### config.mk
export PLATFORM = sky130hd
export DESIGN_NAME = clkctl_top
export DESIGN_NICKNAME = d
export VERILOG_FILES = /design/src/rtl/clkctl_pkg.sv /design/src/rtl/clkctl_regfile.sv /design/src/rtl/clkctl_prescaler.sv /design/src/rtl/clkctl_stop_ctrl.sv /design/src/rtl/clkctl_top.sv
export SDC_FILE = /design/constraint.sdc
export NUM_CORES = 1
export LEC_CHECK = 0
export BUFFER_PORTS_ARGS = -buffer_cell sky130_fd_sc_hd__buf_2
export CAP_MARGIN = 20
export CORE_AREA = 2 2 39 41
export CTS_CLUSTER_SIZE = 10
export DETAILED_ROUTE_END_ITERATION = 6
export DIE_AREA = 0 0 41 43
export PLACE_DENSITY = 0.74
export SLEW_MARGIN = 25
export SYNTH_ARGS = -nofsm -noshare
export SYNTH_HDL_FRONTEND = slang
export SYNTH_SLANG_ARGS = --single-unit
### constraint.sdc
create_clock -name clk -period 1.8 [get_ports clk]
set_input_delay 0.27 -clock clk [delete_from_list [all_inputs] [get_ports clk]]
set_output_delay 0.27 -clock clk [all_outputs]
set_load 0.05 [all_outputs]
### src/rtl/clkctl_pkg.sv
// Shared constants and types for the clock control unit.
// Assumes an 8-bit register bus and a 4-bit prescaler.
package clkctl_pkg;
    localparam int unsigned ADDR_W   = 8;
    localparam int unsigned DATA_W   = 8;
    localparam int unsigned PS_W     = 4;
    localparam int unsigned WAKE_BIT = 7;
    localparam int unsigned SEL_LO   = 3;
    localparam int unsigned N_RATES  = 4;
    localparam logic [ADDR_W-1:0] CTRL_ADDR = 8'hD4;

    typedef enum logic [1:0] {
        RATE_DIV16 = 2'b00,
        RATE_DIV8  = 2'b01,
        RATE_DIV2  = 2'b10,
        RATE_DIV1  = 2'b11
    } rate_e;

    // Number of low counter bits that must all be ones for a pulse at rate r.
    function automatic int unsigned rate_tap_bits(input int unsigned r);
        case (r)
            0:       return PS_W;
            1:       return PS_W - 1;
            2:       return 1;
            default: return 0;
        endcase
    endfunction
endpackage

### src/rtl/clkctl_regfile.sv
// Control register: address decode, write, readback.
// Holds the wake-disable field and the rate code. Other bits are not stored.
// Assumes a write takes effect on the clock edge at which bus_we is sampled.
module clkctl_regfile
    import clkctl_pkg::*;
#(
    parameter int unsigned AW       = ADDR_W,
    parameter int unsigned DW       = DATA_W,
    parameter logic [AW-1:0] REG_ADDR = CTRL_ADDR,
    parameter int unsigned WB       = WAKE_BIT,
    parameter int unsigned SL       = SEL_LO
) (
    input  logic          clk,
    input  logic          rst_n,
    input  logic [AW-1:0] bus_addr,
    input  logic          bus_we,
    input  logic [DW-1:0] bus_wdata,
    input  logic          wr_block,
    output logic [DW-1:0] bus_rdata,
    output logic          wake_dis,
    output rate_e         div_sel
);
    localparam logic [DW-1:0] USED_MASK = DW'((1 << WB) | (3 << SL));

    logic addr_hit;
    logic unused_wdata;

    assign addr_hit     = (bus_addr == REG_ADDR);
    assign unused_wdata = ^(bus_wdata & ~USED_MASK);

    // Store the two functional fields on a permitted write.
    always_ff @(posedge clk) begin
        if (!rst_n) begin
            wake_dis <= 1'b0;
            div_sel  <= RATE_DIV16;
        end else if (addr_hit && bus_we && !wr_block) begin
            wake_dis <= bus_wdata[WB];
            div_sel  <= rate_e'(bus_wdata[SL +: 2]);
        end
    end

    // Assemble read data; unused bits and other addresses return zero.
    always_comb begin
        bus_rdata = '0;
        if (addr_hit) begin
            bus_rdata[WB]      = wake_dis;
            bus_rdata[SL +: 2] = div_sel;
        end
    end
endmodule

### src/rtl/clkctl_prescaler.sv
// Free-running prescaler that produces the CPU clock enable.
// The active rate is reloaded from the register only at a counter wrap,
// or on restart, so enable spacing never mixes two rates in one period.
module clkctl_prescaler
    import clkctl_pkg::*;
#(
    parameter int unsigned CW = PS_W,
    parameter int unsigned NR = N_RATES
) (
    input  logic          clk,
    input  logic          rst_n,
    input  logic          run,
    input  logic          restart,
    input  rate_e         div_sel,
    output logic          clk_en,
    output logic [CW-1:0] count,
    output rate_e         act_sel
);
    logic [NR-1:0] tap_hit;
    logic          wrap;

    assign wrap = &count;

    // One tap comparator per rate: low K bits all ones.
    for (genvar r = 0; r < NR; r++) begin : g_tap
        localparam int unsigned K = rate_tap_bits(r);
        localparam logic [CW-1:0] MASK = CW'((64'd1 << K) - 64'd1);
        assign tap_hit[r] = &(count | ~MASK);
    end

    // Advance the counter and reload the active rate at wrap or restart.
    always_ff @(posedge clk) begin
        if (!rst_n) begin
            count   <= '0;
            act_sel <= RATE_DIV16;
        end else if (restart) begin
            count   <= '0;
            act_sel <= div_sel;
        end else if (run) begin
            count <= count + 1'b1;
            if (wrap) begin
                act_sel <= div_sel;
            end
        end
    end

    assign clk_en = run && tap_hit[act_sel];
endmodule

### src/rtl/clkctl_stop_ctrl.sv
// Stop-mode state: entered by stop_req, left by reset or by an external
// interrupt while wake-up is permitted (wake_dis low). Wake beats a
// simultaneous stop request.
module clkctl_stop_ctrl (
    input  logic clk,
    input  logic rst_n,
    input  logic stop_req,
    input  logic ext_irq,
    input  logic wake_dis,
    output logic stopped,
    output logic wake
);
    assign wake = stopped && ext_irq && !wake_dis;

    // Track the Stop state.
    always_ff @(posedge clk) begin
        if (!rst_n) begin
            stopped <= 1'b0;
        end else if (wake) begin
            stopped <= 1'b0;
        end else if (stop_req) begin
            stopped <= 1'b1;
        end
    end
endmodule

### src/rtl/clkctl_top.sv
// Clock control unit top: register, prescaler and Stop control.
// The clock input is the oscillator clock; the CPU uses cpu_clk_en.
module clkctl_top
    import clkctl_pkg::*;
(
    input  logic              clk,
    input  logic              rst_n,
    input  logic [ADDR_W-1:0] bus_addr,
    input  logic              bus_we,
    input  logic [DATA_W-1:0] bus_wdata,
    output logic [DATA_W-1:0] bus_rdata,
    input  logic              stop_req,
    input  logic              ext_irq,
    output logic              cpu_clk_en,
    output logic              osc_stop
);
    logic            wake_dis;
    rate_e           div_sel;
    rate_e           act_sel;
    logic            stopped;
    logic            wake;
    logic [PS_W-1:0] ps_count;

    clkctl_regfile u_regfile (
        .clk       (clk),
        .rst_n     (rst_n),
        .bus_addr  (bus_addr),
        .bus_we    (bus_we),
        .bus_wdata (bus_wdata),
        .wr_block  (stopped),
        .bus_rdata (bus_rdata),
        .wake_dis  (wake_dis),
        .div_sel   (div_sel)
    );

    clkctl_stop_ctrl u_stop (
        .clk      (clk),
        .rst_n    (rst_n),
        .stop_req (stop_req),
        .ext_irq  (ext_irq),
        .wake_dis (wake_dis),
        .stopped  (stopped),
        .wake     (wake)
    );

    clkctl_prescaler u_presc (
        .clk     (clk),
        .rst_n   (rst_n),
        .run     (!stopped),
        .restart (wake),
        .div_sel (div_sel),
        .clk_en  (cpu_clk_en),
        .count   (ps_count),
        .act_sel (act_sel)
    );

    assign osc_stop = stopped;
endmodule

==> results of run 1 <==
## state kept, by name, summed over array words and instances (netlist names)
signal,flops
u_presc.act_sel,2
u_presc.count,4
u_regfile.wake_dis,1
u_regfile.div_sel,2
u_stop.stopped,1
## cells in the mapped netlist, drive strengths merged
cell type | n | area share [%]
mux2i | 7 | 13
nand4b | 2 | 3.3
o21ai | 2 | 1.9
o21a | 1 | 1.4
ha | 2 | 4.8
conb | 1 | 0.71
clkbuf | 1 | 0.71
nand3b | 1 | 1.4
nor4b | 1 | 1.7
and4bb | 1 | 2.4
a21oi | 1 | 0.95
buf | 6 | 8.1
nor2b | 1 | 1.2
nand3 | 1 | 0.95
nor2 | 7 | 5.0
dfxtp | 10 | 38
and2 | 3 | 3.6
xor2 | 2 | 3.3
nand2 | 10 | 7.1
## cell families after synthesis
kind of cell    count (synthesis)
simple gates                   27
other cells                     1
mux                             7
xor+xnor                        2
buf+inv                         7
fa+ha+maj                       2
compound gates                  4
flops                          10
## area by class of cell
| class | instances | area (um2) |
|---|---|---|
| well taps | 16 | 20.02 |
| fillers | 139 | 734.5 |
| flip-flops and latches | 10 | 203.9 |
| multi-input cells | 47 | 296.5 |
| repair buffers | 20 | 106.4 |
| clock buffers | 3 | 22.52 |
## worst register-to-register path, delay by kind of cell, from the launching register on
| family | cells | cell delay, ns |
|---|---|---|
| AOI/OAI and AO/OA | 1 | 0.35 |
| muxes | 1 | 0.23 |
| and+or+nand+nor | 1 | 0.09 |
| DFF | 1 | 0.35 |
| adders and majority gates | 1 | 0.19 |
## placed cells by master (no fill, tap or decap), drive strengths merged
master  count
buf        20
dfxtp      10
conb        5
and2        3
nand4b      2
mux2i       7
nand3b      1
nand3       1
o21ai       2
a21oi       1
nor2        7
o21a        1
and4bb      1
nand2      10
clkbuf      3
xor2        2
nor2b       1
ha          2
nor4b       1
## worst min-delay path by stage
stage               slack, ns  cells past startpoint                             from                              end
floorplan                0.39                      2                         stop_req      u_stop.stopped$_SDFFE_PP0P_
global placement         0.46                      2  u_regfile.wake_dis$_SDFFE_PN0P_  u_regfile.wake_dis$_SDFFE_PN0P_
detailed placement       0.47                      2  u_regfile.wake_dis$_SDFFE_PN0P_  u_regfile.wake_dis$_SDFFE_PN0P_
CTS                      0.22                      3                         stop_req      u_stop.stopped$_SDFFE_PP0P_
global route             0.22                      3                         stop_req      u_stop.stopped$_SDFFE_PP0P_
finish                   0.22                      3                         stop_req      u_stop.stopped$_SDFFE_PP0P_
## metrics by stage
| step | std cells | cell area [um2] | power (W) | utilization, % |
|---|---|---|---|---|
| finish | 96 | 649.4 | 0.0004668 | 46.93 |
| global route | 96 | 649.4 | 0.0004930 | 46.93 |
| CTS | 96 | 640.6 | 0.0004723 | 46.29 |
| detailed placement | 93 | 614.3 | 0.0003257 | 44.39 |
| global placement | 93 | 614.3 | 0.0003212 | 44.39 |
| floorplan | 64 | 540.5 | 0.0003100 | - |
## per-layer routing
layer,wire length (um),part of all wire [%]
met3,57,5.2
met2,569,52
met1,462,42
met4,9,0.82
met5,0,0
## power groups by stage
stage / registers, W / logic, W / clock network, W
detailed placement: 0.000248 / 0.0000778 / 0
floorplan: 0.000247 / 0.0000627 / 0
finish: 0.000244 / 0.0000778 / 0.000145
CTS: 0.000244 / 0.0000782 / 0.000150
global route: 0.000246 / 0.0000858 / 0.000162
global placement: 0.000247 / 0.0000744 / 0
## timing repair
action                                 4_1_cts  5_1_grt
resized for setup                            2        3
endpoints found under the hold margin        0        0
setup endpoints to repair                    1        1
hold buffers                                 0        0
==> results.toml, run 1 <==
[run_status]
status = "finished clean"

[floorplanning]
coreArea_um2 = 1384
die_h_um = 43
dieArea_um2 = 1763
die_x_um = 41
num_io_pins = 31
rows = 14
initial_utilization_pct = 37.97

[synth]
synth_area_um2 = 525.5
muxShareOfSynthArea_pct = 13.33
yosys_register_bits = 10
synth_compound_area_share_pct = 4.286
synth-xor-area-share_pct = 3.333
synth_cell_types = 20
synth_seq_area_share_pct = 38.10
synthAdderAreaFrac_pct = 4.762
synthSimpleGateAreaFrac_pct = 26.67
synth_top_family_by_area = "simple AND/OR/NAND/NOR gates"
syn_inst = 60
synth.avg_cell_area_um2 = 8.758
yosys_warnings = 0

[global_routing]
grt.busiest_layer = "met2"
grt_pass1_vias = 420
grt_max_degree = 11
use_met1_pct = 17.65
met2_usage_pct = 22.50
use_met3_pct = 7.853
antenna_found_initial = 0
grt.total_usage_pct = 15.14
grt_overflow_total = 0
grt_pass1_wl_mm = 1.773

[power_and_ir_drop]
p_sw_share_pct = 28.03
p_int_w = 0.0003360
powerDensity_nw_per_um2 = 718.8
power_frac_clock_pct = 31.1
p_seq_share_pct = 52.2
p_switching_w = 0.0001308
pwr-share-comb_pct = 16.7
p_leak_nw = 0.2965
peakVddDrop_mv = 0.3954

[clock_network]
clk_pin_slew_ns = 0.06
cts_sinks = 10
post_cts_buffers = 0
insertion_delay_ns = 0.26
root_buffer = "clkbuf_4"
cts_tree = "built"
cts_buffer_depth = 2
cts_buffers = 3
htree_levels = 1

[final_layout]
drive_gt1_share_pct = 32.50
syn2layout_area_growth_pct = 23.57
final_nets = 105
diodes = 0

[placement]
dp_hpwl_um = 885.2
pre_cts_ws_ns = 0.1407
portBuffers = 20
gp_congestion = 0.6826

[worst_setup_path]
timing.rr.start = "u_presc.count[1]$_SDFFE_PP0N_"
crit_path_start = "u_presc.count[1]$_SDFFE_PP0N_"
crit_path_top_delay_cell = "dfxtp_1"
crit_end = "cpu_clk_en"
crit_arrival_ns = 1.45
rr_worst_depth = 4
max_stage_delay_ns = 0.35
cp_cell_sequence = "ha_2 > ha_1 > nor2_1 > a21oi_1 > o21a_1 > buf_6"
required_ns = 1.53
path_max_fanout = 3
r2r-end = "u_presc.act_sel[0]$_SDFFE_PN0P_"
critPathLaunchType = "register"
r2r_setup_slack_ns = 0.52
critical_path_depth = 6
crit_type = "reg2out"
critPathTopFamily = "flip-flops"
worst-path-buf-inv = 1
worstSetupEndpointType = "output port"

[route]
post_drt_via_cell_ratio = 4.719
antenna_left = 0
dr.pass1.iters = 2
drc = 0
via_count = 453
wl_per_cell_um = 11.44
dr.first_iter.drc_count = 4
wirelength_mm = 1.098

[timing]
fmax_mhz = 581.6
hold_ws_ns = 0.2229
hold_violations = 0
worst_slack_ns = 0.08065
fin_crit_ns = 1.719
min_period_over_period_pct = 95.52
rsz0062_at_grt = "false"
slew_viol_final = 0
skew_ns = 0.006082
finalSetupTns_ns = 0
setup_violations = 0

[run]
max_cap_viol_count = 0

[min_path]
hold_path.class = "in2reg"
Note: power is estimated with default switching activity, not from simulation.
==> inputs of run 2 (changes only) <==
CELL_PAD_IN_SITES_DETAIL_PLACEMENT = 1   (was default)
CELL_PAD_IN_SITES_GLOBAL_PLACEMENT = 2   (was default)
CORE_AREA = default   (was 2 2 39 41)
CORE_MARGIN = 2   (was default)
CORE_UTILIZATION = 23   (was default)
DIE_AREA = default   (was 0 0 41 43)
GPL_TIMING_DRIVEN = 0   (was default)
PLACE_DENSITY = 0.79   (was 0.74)
==> run 2 against run 1 <==
  * Sequential share of layout area decreased by 2.4 points
  * Routed wire length increased by 5.6%
  * Critical endpoint unchanged
  * Register-to-register slack about the same
  * Non-clock buffer count increased by 6
  * Clock power increased by 3%
  * Maximum frequency increased by 2.3%
==> results.toml, run 2 (synthesis gave the netlist of run 1 again) <==
[run_status]
status = "finished clean"

[worst_setup_path]
crit_arrival_ns = 1.41
r2r_setup_slack_ns = 0.53
crit_path_top_delay_cell = "dfxtp_4"
worstSetupEndpointType = "output port"
cp_cell_sequence = "ha_2 > ha_1 > nor2_1 > a21oi_1 > o21a_1 > buf_6"
crit_type = "reg2out"
critPathLaunchType = "register"
critPathTopFamily = "flip-flops"
required_ns = 1.53
max_stage_delay_ns = 0.37
timing.rr.start = "u_presc.count[0]$_SDFFE_PP0N_"
worst-path-buf-inv = 1
crit_path_start = "u_presc.count[0]$_SDFFE_PP0N_"
path_max_fanout = 4

[clock_network]
clk_pin_slew_ns = 0.06
htree_levels = 1
cts_sinks = 10
cts_buffer_depth = 2
post_cts_buffers = 0
cts_tree = "built"
insertion_delay_ns = 0.26
cts-hold-fix-buffers = 0
root_buffer = "clkbuf_4"
cts_buffers = 3

[power_and_ir_drop]
p_int_w = 0.0003448
p_seq_share_pct = 49.8
p_sw_share_pct = 28.31
powerDensity_nw_per_um2 = 680.2
p_total_w = 0.0004809
p_switching_w = 0.0001361
p_leak_nw = 0.3261
pwr-share-comb_pct = 19.1
power_frac_clock_pct = 31.1
peakVddDrop_mv = 0.3328

[final_layout]
syn2layout_area_growth_pct = 34.52
final_nets = 111
fin_area_um2 = 706.9
regMostFlops = "u_presc.count"
final_cell_mix = "buf_2 (19), nand2_1 (10), dfxtp_1 (8)"
largest_register_ffs = 4
diodes = 0
final_common_cell = "buf_2"
biggestRegsByFlops = "u_presc.count x4, u_presc.act_sel x2, u_regfile.div_sel x2"
drive_gt1_share_pct = 37.21

[route]
via_count = 472
drc = 0
dr.pass1.iters = 2
wirelength_mm = 1.160
wl_per_cell_um = 10.18
post_drt_via_cell_ratio = 4.140
antenna_left = 0
dr.first_iter.drc_count = 1

[floorplanning]
coreArea_um2 = 2191
die_h_um = 51.80
die_x_um = 51.80
rows = 17
dieArea_um2 = 2683
initial_utilization_pct = 23.99
num_io_pins = 31

[timing]
hold_violations = 0
finalSetupTns_ns = 0
hold_ws_ns = 0.2183
slew_viol_final = 0
fmax_mhz = 594.7
worst_slack_ns = 0.1185
fin_crit_ns = 1.682
setup_violations = 0
rsz0062_at_grt = "false"
min_period_over_period_pct = 93.42
skew_ns = 0.003175

[placement]
placed_area_um2 = 670.6
pre_cts_ws_ns = 0.1650
gp_congestion = 0.6766
portBuffers = 19
dp_hpwl_um = 958

[global_routing]
antenna_found_initial = 0
grt_overflow_total = 0
grt_pass1_vias = 477
grt_pass1_wl_mm = 2.028
grt_max_degree = 10
grt.total_usage_pct = 10.59

[min_path]
worstHoldStart = "stop_req"
hold_path.class = "in2reg"

[run]
max_cap_viol_count = 0
run 2: changes by cell type in the layout (fill, tap and decap cells not counted), sizes merged:
cell    delta
clkbuf     +1
buf        +5
run 2: repair_timing:
item,in CTS,in global routing
endpoints found under the setup margin,1,1
hold endpoints to repair,0,0
resized for setup,2,4
pin swaps,0,1
run 2: layout make-up:
cell class,count,area (um2)
Timing Repair Buffer,19,101.3
Clock buffer,3,22.52
Fill cell,273,1484
Buffer,7,46.29
Tap cell,28,35.03
Multi-Input combinational cell,47,296.5
Sequential cell,10,205.2
run 2: path summary, 6_finish.rpt:
path,to,cells past startpoint
max,cpu_clk_en,6
min,u_stop.stopped$_SDFFE_PP0P_,3
min reg2reg,u_regfile.wake_dis$_SDFFE_PN0P_,2
max reg2reg,u_presc.act_sel[1]$_SDFFE_PN0P_,4
run 2: metrics by stage:
| stage | util, % | cells |
|---|---|---|
| 6_report | 32.27 | 114 |
| 5_1_grt | 32.27 | 114 |
| 4_1_cts | 31.81 | 114 |
| 3_5_place_dp | 30.61 | 111 |
| 3_3_place_gp | 30.61 | 111 |
| 2_1_floorplan | - | 64 |
run 2: power by group through the flow:
stage,Combinational (W),Sequential (W),Clock (W)
final,0.0000919,0.000239,0.000150
after global placement,0.0000900,0.000243,0
after detailed placement,0.0000925,0.000243,0
after CTS,0.0000927,0.000238,0.000160
after floorplan,0.0000627,0.000247,0
after global routing,0.000103,0.000241,0.000170
run 2: tightest hold or removal path: cells and delay by family:
kind / cells / cell delay (ns)
buf+inv: 1 / 0.07
simple gates: 2 / 0.10
run 2: per-layer routing:
layer	vias up	global-route usage (%)	share of wire [%]
li1	243	-	-
met1	214	10.95	39
met2	13	17.52	51
met3	2	6.322	8.3
met4	0	3.947	1.0
met5	-	0	0
==> inputs of run 3 (changes only) <==
clock period = 2.15 ns   (was 1.8 ns; I/O delays follow)
==> run 3 against run 2 <==
  * Critical path depth did not move
  * Cell count did not move
  * Via count rose by 0.21%
  * Clock power fell by 17%
  * Clock-buffer cell count did not move
  * First-iteration DRC count did not move
  * Setup slack improved by 0.14 ns
  * Combinational power fell by 17%
==> results.toml, run 3 (synthesis gave the netlist of run 1 again) <==
[final_layout]
largest_register_ffs = 4
final-seq-area_um2 = 200.2
diodes = 0
fill_cells = 279
drive_gt1_share_pct = 33.72
biggestRegsByFlops = "u_presc.count x4, u_presc.act_sel x2, u_regfile.div_sel x2"
final_nets = 111
final_cell_mix = "buf_2 (20), nand2_1 (10), dfxtp_1 (10)"
syn2layout_area_growth_pct = 31.90
multiInputGateArea_um2 = 294.0
final_common_cell = "buf_2"
regMostFlops = "u_presc.count"

[floorplanning]
die_x_um = 51.80
coreArea_um2 = 2191
rows = 17
num_io_pins = 31
dieArea_um2 = 2683
initial_utilization_pct = 23.99
die_h_um = 51.80

[global_routing]
grt.total_usage_pct = 10.59
antenna_found_initial = 0
grt_pass1_wl_mm = 2.028
grt_overflow_total = 0
grt_pass1_vias = 477
grt_max_degree = 10

[clock_network]
clk_pin_slew_ns = 0.06
cts_sinks = 10
insertion_delay_ns = 0.26
post_cts_resized = 0
cts_buffers = 3
cts_buffer_depth = 2
htree_levels = 1
root_buffer = "clkbuf_4"
cts-hold-fix-buffers = 0
cts_tree = "built"
post_cts_buffers = 0

[timing]
fmax_mhz = 530.1
rsz0062_at_grt = "false"
setup_violations = 0
slew_viol_final = 0
fin_crit_ns = 1.887
finalSetupTns_ns = 0
skew_ns = 0.003103
hold_ws_ns = 0.2706
hold_violations = 0
min_period_over_period_pct = 87.75

[power_and_ir_drop]
p_leak_nw = 0.3271
p_total_w = 0.0004008
powerDensity_nw_per_um2 = 578.2
peakVddDrop_mv = 0.2957

[worst_setup_path]
path_max_fanout = 4
required_ns = 1.83
worstSetupEndpointType = "output port"
crit_arrival_ns = 1.56
critPathLaunchType = "register"
crit_type = "reg2out"

[route]
antenna_left = 0
dr.pass1.iters = 2
dr.first_iter.drc_count = 1
wl_per_cell_um = 10.12
drc = 0
via_count = 473
post_drt_via_cell_ratio = 4.149
wirelength_mm = 1.154

[placement]
dp_hpwl_um = 958
portBuffers = 19
gp_congestion = 0.6766

[run]
max_cap_viol_count = 0

[run_status]
status = "finished clean"

[min_path]
hold_path.class = "in2reg"
run 3: changes by cell type in the layout (fill, tap and decap cells not counted):
cell / before / now
buf_6: 1 / 0
dfxtp_1: 8 / 10
buf_2: 19 / 20
ha_1: 1 / 2
ha_2: 1 / 0
dfxtp_2: 1 / 0
dfxtp_4: 1 / 0
run 3: worst paths after layout:
kind	cells past startpoint	from	slack (ns)	end
worst max-delay path	6	u_presc.count[0]$_SDFFE_PP0N_	0.26	cpu_clk_en
worst min-delay path	3	stop_req	0.27	u_stop.stopped$_SDFFE_PP0P_
worst max register to register	4	u_presc.count[0]$_SDFFE_PP0N_	0.82	u_presc.act_sel[1]$_SDFFE_PN0P_
worst min register to register	2	u_regfile.wake_dis$_SDFFE_PN0P_	0.47	u_regfile.wake_dis$_SDFFE_PN0P_
run 3: worst max-delay path, stage by stage, from the launching register on:
cell	delay, ns
dfxtp_1	0.40
ha_1	0.20
ha_1	0.15
nor2_1	0.04
a21oi_1	0.14
o21a_1	0.13
buf_2	0.25
run 3: layout make-up:
cell class	count	share of cell area (%)
Timing Repair Buffer	19	13.72
Sequential cell	10	28.88
Buffer	7	6.679
Clock buffer	3	3.249
Multi-Input combinational cell	47	42.42
Tap cell	28	5.054
run 3: routing by layer:
metal	share of wire, %	up-vias	track usage (%)	wire [um]
li1	-	243	-	-
met1	39	215	10.95	453
met2	51	13	17.52	592
met3	8.3	2	6.322	96
met4	1.0	0	3.947	12
met5	0	-	0	0
run 3: power breakdown:
| part | total, W | switching (W) | internal, W |
|---|---|---|---|
| Clock | 0.000125 | 0.0000609 | 0.0000646 |
| Combinational | 0.0000765 | 0.0000466 | 0.0000299 |
| Sequential | 0.000199 | 0.00000632 | 0.000193 |
| Total | 0.000401 | 0.000114 | 0.000287 |
run 3: through the flow:
| stage | std cells | utilization (%) | setup slack [ns] | cell area, um2 |
|---|---|---|---|---|
| 3_5_place_dp | 111 | 30.61 | 0.4100 | 670.6 |
| 2_1_floorplan | 64 | - | 0.5786 | 540.5 |
| 5_1_grt | 114 | 31.64 | 0.1242 | 693.2 |
| 4_1_cts | 114 | 31.64 | 0.2270 | 693.2 |
| 6_report | 114 | 31.64 | 0.2634 | 693.2 |
| 3_3_place_gp | 111 | 30.61 | 0.4299 | 670.6 |
